$ cat config.mk
export PLATFORM = sky130hd
export DESIGN_NAME = irq_status_reg
export DESIGN_NICKNAME = d
export VERILOG_FILES = /design/src/rtl/irq_status_pkg.sv /design/src/rtl/irq_cfg_regs.sv /design/src/rtl/irq_src_sampler.sv /design/src/rtl/irq_status_bits.sv /design/src/rtl/irq_status_reg.sv
export SDC_FILE = /design/constraint.sdc
export NUM_CORES = 1
export LEC_CHECK = 0
export BUFFER_PORTS_ARGS = -buffer_cell sky130_fd_sc_hd__clkbuf_2
export CAP_MARGIN = 20
export CORE_AREA = 2 2 39 41
export CTS_CLUSTER_SIZE = 25
export DETAILED_ROUTE_END_ITERATION = 12
export DIE_AREA = 0 0 41 43
export SYNTH_ARGS = -nofsm -noshare
export SYNTH_HDL_FRONTEND = slang
export SYNTH_SLANG_ARGS = --single-unit
$ cat constraint.sdc
create_clock -name clk -period 2.26 [get_ports clk]
set_input_delay 0.113 -clock clk [delete_from_list [all_inputs] [get_ports clk]]
set_output_delay 0.113 -clock clk [all_outputs]
set_load 0.01 [all_outputs]
$ cat src/rtl/irq_status_pkg.sv
package irq_status_pkg;

    localparam int IRQ_NUM_SRC = 3;

    localparam int IRQ_BIT_SLIP  = 0;
    localparam int IRQ_BIT_XFER  = 1;
    localparam int IRQ_BIT_RXERR = 2;

    typedef enum logic {
        IRQ_MODE_EDGE  = 1'b0,
        IRQ_MODE_LEVEL = 1'b1
    } irq_mode_e;

endpackage

$ cat src/rtl/irq_cfg_regs.sv
module irq_cfg_regs
    import irq_status_pkg::*;
#(
    parameter int NUM_SRC = IRQ_NUM_SRC
) (
    input  logic               clk,
    input  logic               rst_n,
    input  logic               mask_we_i,
    input  logic [NUM_SRC-1:0] mask_wdata_i,
    input  logic               mode_we_i,
    input  logic               mode_wdata_i,
    output logic [NUM_SRC-1:0] mask_nx_o,
    output logic [NUM_SRC-1:0] mask_o,
    output logic               level_nx_o,
    output logic               level_o
);

    typedef struct packed {
        logic [NUM_SRC-1:0] mask;
        irq_mode_e          mode;
    } cfg_t;

    cfg_t cfg_d, cfg_q;

    always_comb begin
        cfg_d = cfg_q;
        if (mask_we_i) begin
            cfg_d.mask = mask_wdata_i;
        end
        if (mode_we_i) begin
            cfg_d.mode = mode_wdata_i ? IRQ_MODE_LEVEL : IRQ_MODE_EDGE;
        end
    end

    always_ff @(posedge clk or negedge rst_n) begin
        if (!rst_n) begin
            cfg_q <= '{mask: '0, mode: IRQ_MODE_EDGE};
        end else begin
            cfg_q <= cfg_d;
        end
    end

    assign mask_nx_o  = cfg_d.mask;
    assign mask_o     = cfg_q.mask;
    assign level_nx_o = (cfg_d.mode == IRQ_MODE_LEVEL);
    assign level_o    = (cfg_q.mode == IRQ_MODE_LEVEL);

endmodule

$ cat src/rtl/irq_src_sampler.sv
module irq_src_sampler
    import irq_status_pkg::*;
#(
    parameter int NUM_SRC = IRQ_NUM_SRC
) (
    input  logic               clk,
    input  logic               rst_n,
    input  logic [NUM_SRC-1:0] src_i,
    output logic [NUM_SRC-1:0] prev_o,
    output logic [NUM_SRC-1:0] rise_o
);

    typedef struct packed {
        logic [NUM_SRC-1:0] prev;
    } smp_t;

    smp_t smp_d, smp_q;

    always_comb begin
        smp_d      = smp_q;
        smp_d.prev = src_i;
    end

    always_ff @(posedge clk or negedge rst_n) begin
        if (!rst_n) begin
            smp_q <= '{prev: '0};
        end else begin
            smp_q <= smp_d;
        end
    end

    genvar g;
    generate
        for (g = 0; g < NUM_SRC; g++) begin : g_rise
            assign rise_o[g] = src_i[g] & ~smp_q.prev[g];
        end
    endgenerate

    assign prev_o = smp_q.prev;

endmodule

$ cat src/rtl/irq_status_bits.sv
module irq_status_bits
    import irq_status_pkg::*;
#(
    parameter int NUM_SRC = IRQ_NUM_SRC
) (
    input  logic               clk,
    input  logic               rst_n,
    input  logic [NUM_SRC-1:0] src_i,
    input  logic [NUM_SRC-1:0] rise_i,
    input  logic               rd_i,
    input  logic [NUM_SRC-1:0] mask_nx_i,
    input  logic               level_nx_i,
    output logic [NUM_SRC-1:0] status_o
);

    typedef struct packed {
        logic [NUM_SRC-1:0] status;
    } st_t;

    st_t                st_d, st_q;
    logic [NUM_SRC-1:0] set_vec;
    logic [NUM_SRC-1:0] keep_vec;

    always_comb begin
        st_d     = st_q;
        set_vec  = level_nx_i ? src_i : rise_i;
        keep_vec = rd_i ? '0 : st_q.status;
        // clear first, then apply events of this cycle, then mask
        st_d.status = (keep_vec | set_vec) & mask_nx_i;
    end

    always_ff @(posedge clk or negedge rst_n) begin
        if (!rst_n) begin
            st_q <= '{status: '0};
        end else begin
            st_q <= st_d;
        end
    end

    assign status_o = st_q.status;

endmodule

$ cat src/rtl/irq_status_reg.sv
module irq_status_reg
    import irq_status_pkg::*;
#(
    parameter int NUM_SRC = IRQ_NUM_SRC
) (
    input  logic               clk,
    input  logic               rst_n,
    input  logic [NUM_SRC-1:0] src_i,
    input  logic               rd_i,
    input  logic               mask_we_i,
    input  logic [NUM_SRC-1:0] mask_wdata_i,
    input  logic               mode_we_i,
    input  logic               mode_wdata_i,
    output logic [NUM_SRC-1:0] rd_data_o,
    output logic               irq_o
);

    logic [NUM_SRC-1:0] mask_nx;
    logic [NUM_SRC-1:0] mask_q;
    logic               level_nx;
    logic               level_q;
    logic [NUM_SRC-1:0] prev_q;
    logic [NUM_SRC-1:0] rise;
    logic [NUM_SRC-1:0] status;

    irq_cfg_regs #(.NUM_SRC(NUM_SRC)) cfg_i (
        .clk          (clk),
        .rst_n        (rst_n),
        .mask_we_i    (mask_we_i),
        .mask_wdata_i (mask_wdata_i),
        .mode_we_i    (mode_we_i),
        .mode_wdata_i (mode_wdata_i),
        .mask_nx_o    (mask_nx),
        .mask_o       (mask_q),
        .level_nx_o   (level_nx),
        .level_o      (level_q)
    );

    irq_src_sampler #(.NUM_SRC(NUM_SRC)) smp_i (
        .clk    (clk),
        .rst_n  (rst_n),
        .src_i  (src_i),
        .prev_o (prev_q),
        .rise_o (rise)
    );

    irq_status_bits #(.NUM_SRC(NUM_SRC)) bits_i (
        .clk        (clk),
        .rst_n      (rst_n),
        .src_i      (src_i),
        .rise_i     (rise),
        .rd_i       (rd_i),
        .mask_nx_i  (mask_nx),
        .level_nx_i (level_nx),
        .status_o   (status)
    );

    assign rd_data_o = status;
    assign irq_o     = |status;

endmodule

## Word-level counts from Yosys, hierarchy flattened

Cells that the tools add are included.
W data, S select, Z words.

| word-level totals | value |
|---|---|
| bits in registers | 10 |
| output and inout bits | 4 |
| bits of input ports | 12 |
| logic and storage cells | 18 |

| operators by class | value |
|---|---|
| multiplexer cells | 5 |
| reductions and logical operators | 1 |
| bitwise gates (word level) | 8 |

Operators by type and width:

| operator | count |
|---|---|
| $mux W3 | 3 |
| $and A1 B1 Y1 | 3 |
| $and A3 B3 Y3 | 1 |
| $not A1 Y1 | 3 |
| $or A3 B3 Y3 | 1 |
| $reduce_or A3 Y1 | 1 |
| $mux W1 | 2 |

## Longest topological paths before layout

Gate-level depths: netlist of the first run.

| depth | value |
|---|---|
| word-level depth | 5 |
| mapped depth | 3 |
| mapped depth without buffers | 3 |

## Hierarchy

A second synthesis of the first run with hierarchy kept.

| second synthesis, totals | value |
|---|---|
| cell total of the unflattened synthesis | 27 |
| area total of the unflattened synthesis | 414.1 um^2 |

Modules (own cells, without submodules):

| module | area each (um^2) | cells an instance | times used | seq. area each (um^2) |
|---|---|---|---|---|
| irq_status_bits | 146.4 | 12 | 1 | 75.1 |
| irq_cfg_regs | 145.1 | 8 | 1 | 100.1 |
| irq_src_sampler | 116.4 | 6 | 1 | 75.1 |
| irq_status_reg | 6.3 | 1 | 1 | 0.0 |

## Worst setup path after synthesis of the first run

OpenSTA, ideal clock, no wires.

| timing | value |
|---|---|
| path type | register to output |
| from | reg bits_i.st_q (netlist bit bits_i.status_o[0]) |
| to | out irq_o |
| stages on the path, launching flop included | 2 |
| buffers on the path | 0 |
| arrival time | 0.817 ns |
| required time | 2.147 ns |
| setup slack | 1.330 ns |
| cell sequence | dfrtp_1 > or3_1 |

| on the way | value |
|---|---|
| word-level cells in the longest chain between the ends | 1 |

RTL lines:

| what | line | RTL |
|---|---|---|
| start, declared | irq_status_bits.sv:20 | `st_t st_d, st_q;` |
| start signal, assigned | irq_status_bits.sv:34 | `st_q <= '{status: '0};` |
| start signal, assigned | irq_status_bits.sv:36 | `st_q <= st_d;` |
| $reduce_or A3 Y1 | irq_status_reg.sv:59 | `assign irq_o = \|status;` |
| end, declared | irq_status_reg.sv:15 | `output logic irq_o` |

Every way passes these cells.

## Worst setup path after layout of the first run

Ends and elaborated chain as after synthesis.

==> results of run 1 <==
==> power breakdown <==
group	switching, W	total [W]	internal, W
Clock	0.0000577	0.000155	0.0000976
Sequential	0.00000587	0.000200	0.000194
Combinational	0.0000246	0.0000566	0.0000320
Total	0.0000882	0.000412	0.000323
==> Yosys cell counts <==
cell type	count	area share (%)
a21boi_1	3	6.1
mux2_2	3	9.1
mux2i_2	1	3.7
o21a_1	3	6.1
nor2b_1	3	5.1
dfrtp_1	10	67
inv_1	1	1.0
or3_1	1	1.7
==> critical path: cells and delay by family (launching register included) <==
| kind | cells | cell delay [ns] |
|---|---|---|
| buffers and inverters | 1 | 0.13 |
| AND/OR/NAND/NOR | 1 | 0.36 |
| flip-flops | 1 | 0.38 |
==> layout by cell type (no fill, tap or decap) <==
cell type and n:
clkbuf_2 15, dfrtp_1 10, dlygate4sd3_1 4, mux2_2 3
nor2b_1 3, a21boi_1 3, o21a_1 3, clkbuf_4 3
mux2i_2 1, inv_1 1, or3_1 1, clkbuf_8 1
==> repair_timing <==
item / in CTS / in global routing
setup buffers: 0 / 0
endpoints found under the hold margin: 13 / 0
endpoints found under the setup margin: 0 / 0
hold buffers: 4 / 0
==> per-stage QoR <==
stage | total power, W | hold WS [ns] | util (%) | setup WS (ns) | std cells
after floorplan | 0.0002285 | -0.1826 | - | 1.330 | 25
after global placement | 0.0002544 | -0.01053 | 33.73 | 1.286 | 56
after detailed placement | 0.0002559 | -0.007988 | 33.73 | 1.276 | 56
after CTS | 0.0004213 | 0.09696 | 39.24 | 0.9874 | 64
after global routing | 0.0004324 | 0.1110 | 39.24 | 0.9627 | 64
final | 0.0004116 | 0.1034 | 39.24 | 1.011 | 64
==> flip-flops by register name, indices dropped and copies added (netlist names) <==
name             flops
bits_i.status_o      3
cfg_i.mask_o         3
smp_i.prev_o         3
cfg_i.level_o        1
==> layer usage <==
metal / share of wire, % / global-route usage, % / vias to the layer above
met5: 0 / 0 / -
met4: 0 / 8.000 / 0
met3: 9.5 / 3.141 / 0
met2: 48 / 12.81 / 12
met1: 42 / 10.07 / 130
li1: - / - / 135
==> area by class of cell <==
type / count / area [um^2]
clock buffers: 4 / 36.28
well taps: 16 / 20.02
fillers: 146 / 840.8
multi-input cells: 14 / 117.6
flip-flops and latches: 10 / 250.2
repair buffers: 19 / 115.1
inverters: 1 / 3.754
==> cell families (layout without fill, tap and decap cells) <==
group	after synthesis	in the layout	synth area share (%)
and+or+nand+nor	4	4	6.736
buffers and inverters	1	24	1.009
AOI/OAI and AO/OA	6	6	12.12
muxes	4	4	12.79
DFF	10	10	67.34
==> how the worst max path moves through the flow <==
stage | start | end
after CTS | bits_i.status_o[0] | irq_o
after global placement | bits_i.status_o[0] | irq_o
after detailed placement | bits_i.status_o[0] | irq_o
after floorplan | bits_i.status_o[0] | irq_o
after global routing | bits_i.status_o[0] | irq_o
final | bits_i.status_o[0] | irq_o
==> results.txt, run 1 <==
PortBufs -> 15
worst hold endpoint -> cfg_i.mask_o[2]
Required @ worst endpoint -> 2.15 ns
Max Cap Viol -> 0
r2r setup slk -> 1.27 ns
cell count after synthesis -> 25
Die Area -> 1763 um^2
Syn Nets -> 37
worst vdd ir -> 0.2981 mV
largest net degree at the start of global routing -> 11
Crit path largest cell delay -> 0.38 ns
H-tree depth -> 1
setup TNS -> 0 ns
number of global-route vias before repair -> 266
HP Start -> mask_wdata_i[2]
clock transition at the registers of the reported paths -> 0.07 ns
floorplan row count -> 14
Routed Antenna Nets -> 0
Die Span X -> 41 um
Final Critical Period -> 1.249 ns
RSZ-0062 raised after global routing -> false
Worst Setup End Kind -> output port
Pre-antenna DRT Iters -> 2
GP Congestion -> 0.6498
Max FO, Critical Path -> 3
fin area -> 543.0 um^2
per-cell routed wire length -> 10.34 um
worst clock skew -> 0.004463 ns
gr ovfl total -> 0
Sink Count -> 10
CP max stage cell -> dfrtp_1
global-route wire length before repair -> 993 um
WP data arrival -> 1.14 ns
status -> completed
Startpoint Class -> flip-flop
CP Cell Sequence -> or3_1, clkbuf_2
Hold Fails Final Rpt -> 0
Core Region -> 1384 um^2
clock root buffer -> clkbuf_4
area grow syn2layout -> 46.13%
cell area after synthesis -> 371.6 um^2
Register-to-Register Path Depth -> 3
Power Dens Cells -> 758.1 nW/um^2
# DRC -> 0
diode count -> 0
Die Height -> 43 um
Vias/cell -> 4.328
post_cts resized -> 0
hold depth -> 2
Post-DP Area -> 466.7 um^2
worst r2r src -> cfg_i.level_o
CTS Buffer Depth -> 2
Worst Hold Class -> in -> reg
CTS tree -> yes
DR iter-0 viols -> 3
final wirelength -> 662 um
CTS Buf Count -> 3
sequential share of the synthesized area -> 67.34%
Final Slew Violations -> 0
R2R Path End -> bits_i.status_o[1]
initial antenna violation count -> 0
Total GRT Usage -> 9.054%
Ys Warns -> 0
Pleak -> 0.2694 nW
critical path type -> reg -> out
count of cell types in the netlist -> 8
flops & latches, synth -> 10
Nets -> 61
Slew Limit Headroom -> 83.64%
Setup violations, final -> 0
crit share post-route -> 55.28%
Avg Cell Area, Syn -> 14.86 um^2
initial core utilization -> 26.85%
worst-margin pin slew -> 0.2407 ns
Max Freq -> 800.5 MHz
share of cells above drive strength 1 -> 47.92%
worst skew pair latency -> 0.26 ns
I/O pin count -> 16
Vias -> 277
(Power assumes the default switching activity.)
==> run 2, diff against run 1 <==
==> constraint.sdc (replaced) <==
create_clock -name clk -period 1.1 [get_ports clk]
set_input_delay 0.055 -clock clk [delete_from_list [all_inputs] [get_ports clk]]
set_output_delay 0.055 -clock clk [all_outputs]
set_load 0.01 [all_outputs]
==> run 2 against run 1 <==
The run now ends with setup timing left; clock power is 110% higher; flip-flop and latch count stayed put; design area is 1.4% higher; sequential power is 100% higher; critical path depth stayed put; final cell count is 1.6% higher; clock skew is 0.0013 ns lower.
==> results.txt, run 2 (synthesis gave the netlist of run 1 again) <==
RSZ-0062 raised after global routing -> true
clock transition at the registers of the reported paths -> 0.06 ns (about the same)
sequential fraction of design power -> 48.1% (-0.4 points)
area grow syn2layout -> 48.15%
critical path type -> reg -> out
sw frac -> 21.36% (-0.059 points)
commonest non-fill, non-tap cells in the layout -> clkbuf_2, dfrtp_1, dlygate4sd3_1
status -> complete, but fails checks
initial antenna violation count -> 0 (unchanged)
gr ovfl total -> 0 (unchanged)
Core Region -> 1384 um^2 (unchanged)
final wirelength -> 645 um (-2.6%)
H-tree depth -> 1 (unchanged)
Pleak -> 0.2746 nW (+1.9%)
crit share post-route -> 107.8%
Filler cells -> 135 (-7.5%)
non-filler cells, final -> 65 (+1.6%)
Crit. Startpoint -> bits_i.status_o[2]
Hold Fails Final Rpt -> 0 (unchanged)
Vias -> 269 (-2.9%)
Slew Limit Headroom -> 82.82% (-0.82 points)
Sink Count -> 10 (unchanged)
Worst Setup End Kind -> output port
critical path's top delay family -> flip-flops
per-cell routed wire length -> 9.923 um (-4.1%)
diode count -> 0 (unchanged)
Max Freq -> 843.0 MHz
Routed Antenna Nets -> 0 (unchanged)
Pre-antenna DRT Iters -> 3 (+1)
internal power -> 0.0006688 W (+110%)
worst vdd ir -> 0.4925 mV (+65%)
DR iter-0 viols -> 1 (-2)
Crit path largest cell delay -> 0.39 ns (about the same)
# DRC -> 0 (unchanged)
worst r2r src -> cfg_i.level_o
DP Cell Count -> 56 (unchanged)
GP Congestion -> 0.6506 (+0.12%)
worst-margin pin slew -> 0.2527 ns (+0.01206 ns)
CP Cell Sequence -> or3_1, clkbuf_2
WP buf/inv -> 1 (unchanged)
worst skew pair latency -> 0.26 ns (about the same)
largest net degree at the start of global routing -> 11 (unchanged)
final core occ -> 39.78% (+0.54 points)
Comb power frac -> 14.3% (+0.5 points)
CP max stage cell -> dfrtp_1
initial core utilization -> 26.85% (unchanged)
Post-DP Area -> 466.7 um^2 (unchanged)
Worst Hold Class -> in -> reg
R2R Path End -> bits_i.status_o[0]
clock root buffer -> clkbuf_4
Die Height -> 43 um (unchanged)
Final Critical Period -> 1.186 ns
Register-to-Register Path Depth -> 3 (unchanged)
r2r setup slk -> 0.11 ns (-1.16 ns)
I/O pin count -> 16 (unchanged)
Max FO, Critical Path -> 3 (unchanged)
Min Hold Slack -> 0.04660 ns (-0.05681 ns)
area of the multi-input gates -> 117.6 um^2 (unchanged)
WP data arrival -> 1.13 ns (about the same)
Nets -> 62 (+1.6%)
global-route wire length before repair -> 931 um (-6.2%)
commonest non-fill, non-tap cell in the layout -> clkbuf_2
CTS Buf Count -> 3 (unchanged)
Worst setup endpoint -> irq_o
failing checks -> setup timing
Total GRT Usage -> 8.767% (-0.29 points)
storage element area -> 250.2 um^2 (unchanged)
fin area -> 550.5 um^2 (+1.4%)
Psw -> 0.0001816 W (+110%)
Setup violations, final -> 1 (+1)
post_cts resized -> 0 (unchanged)
PortBufs -> 15 (unchanged)
CTS tree -> yes
Clk pwr share -> 37.5% (-0.2 points)
Required @ worst endpoint -> 1.04 ns (-1.11 ns)
floorplan row count -> 14 (unchanged)
CTS Buffer Depth -> 2 (unchanged)
Max Cap Viol -> 0 (unchanged)
number of global-route vias before repair -> 255 (-4.1%)
WP depth -> 2 (unchanged)
worst clock skew -> 0.003185 ns (-0.001278 ns)
Startpoint Class -> flip-flop
share of cells above drive strength 1 -> 48.98% (+1.1 points)
Die Span X -> 41 um (unchanged)
Final Slew Violations -> 0 (unchanged)
Power Dens Cells -> 1545 nW/um^2 (+100%)
Die Area -> 1763 um^2 (unchanged)
Vias/cell -> 4.138 (-4.4%)
final worst slack -> -0.08630 ns (-1.097 ns)
==> run 2: power by group through the flow <==
stage	registers [W]	logic [W]	clock network, W
after floorplan	0.000420	0.0000492	0
after global placement	0.000417	0.000106	0
after detailed placement	0.000418	0.000108	0
after CTS	0.000410	0.000124	0.000338
after global routing	0.000412	0.000135	0.000361
final	0.000409	0.000122	0.000319
==> run 2: how the worst min path moves through the flow <==
| stage | start | end | slack [ns] | cells past startpoint |
|---|---|---|---|---|
| floorplan | rst_n | bits_i.status_o[0] | -0.24 | 0 |
| global placement | rst_n | cfg_i.mask_o[2] | -0.07 | 1 |
| detailed placement | rst_n | cfg_i.mask_o[2] | -0.07 | 1 |
| CTS | mask_wdata_i[2] | cfg_i.mask_o[2] | 0.04 | 2 |
| global route | mask_wdata_i[1] | cfg_i.mask_o[1] | 0.04 | 2 |
| finish | mask_wdata_i[2] | cfg_i.mask_o[2] | 0.05 | 2 |
==> run 2: layout make-up <==
cell class / count / share of cell area [%]
Tap cell: 16 / 3.636
Clock buffer: 4 / 6.591
Timing Repair Buffer: 20 / 22.27
Sequential cell: 10 / 45.45
Multi-Input combinational cell: 14 / 21.36
Inverter: 1 / 0.6818
==> run 2: timing repair <==
item                                   4_1_cts  5_1_grt
setup endpoints to repair                    1        1
setup buffers                                1        0
hold buffers                                 4        0
endpoints found under the hold margin       13        0
==> run 2: per-stage QoR <==
| stage | worst slack [ns] | power [W] | TNS [ns] |
|---|---|---|---|
| floorplan | 0.1875 | 0.0004695 | 0 |
| global placement | 0.1470 | 0.0005229 | 0 |
| detailed placement | 0.1076 | 0.0005253 | 0 |
| CTS | -0.1092 | 0.0008723 | -0.1092 |
| global route | -0.1483 | 0.0009075 | -0.1483 |
| finish | -0.08630 | 0.0008504 | -0.08630 |
==> run 2: routing by layer <==
metal | global-route usage [%] | vias to the layer above | part of all wire, %
met3 | 3.141 | 0 | 9.8
li1 | - | 137 | -
met2 | 11.25 | 12 | 47
met5 | 0 | - | 0
met1 | 9.797 | 120 | 43
met4 | 10.00 | 0 | 0
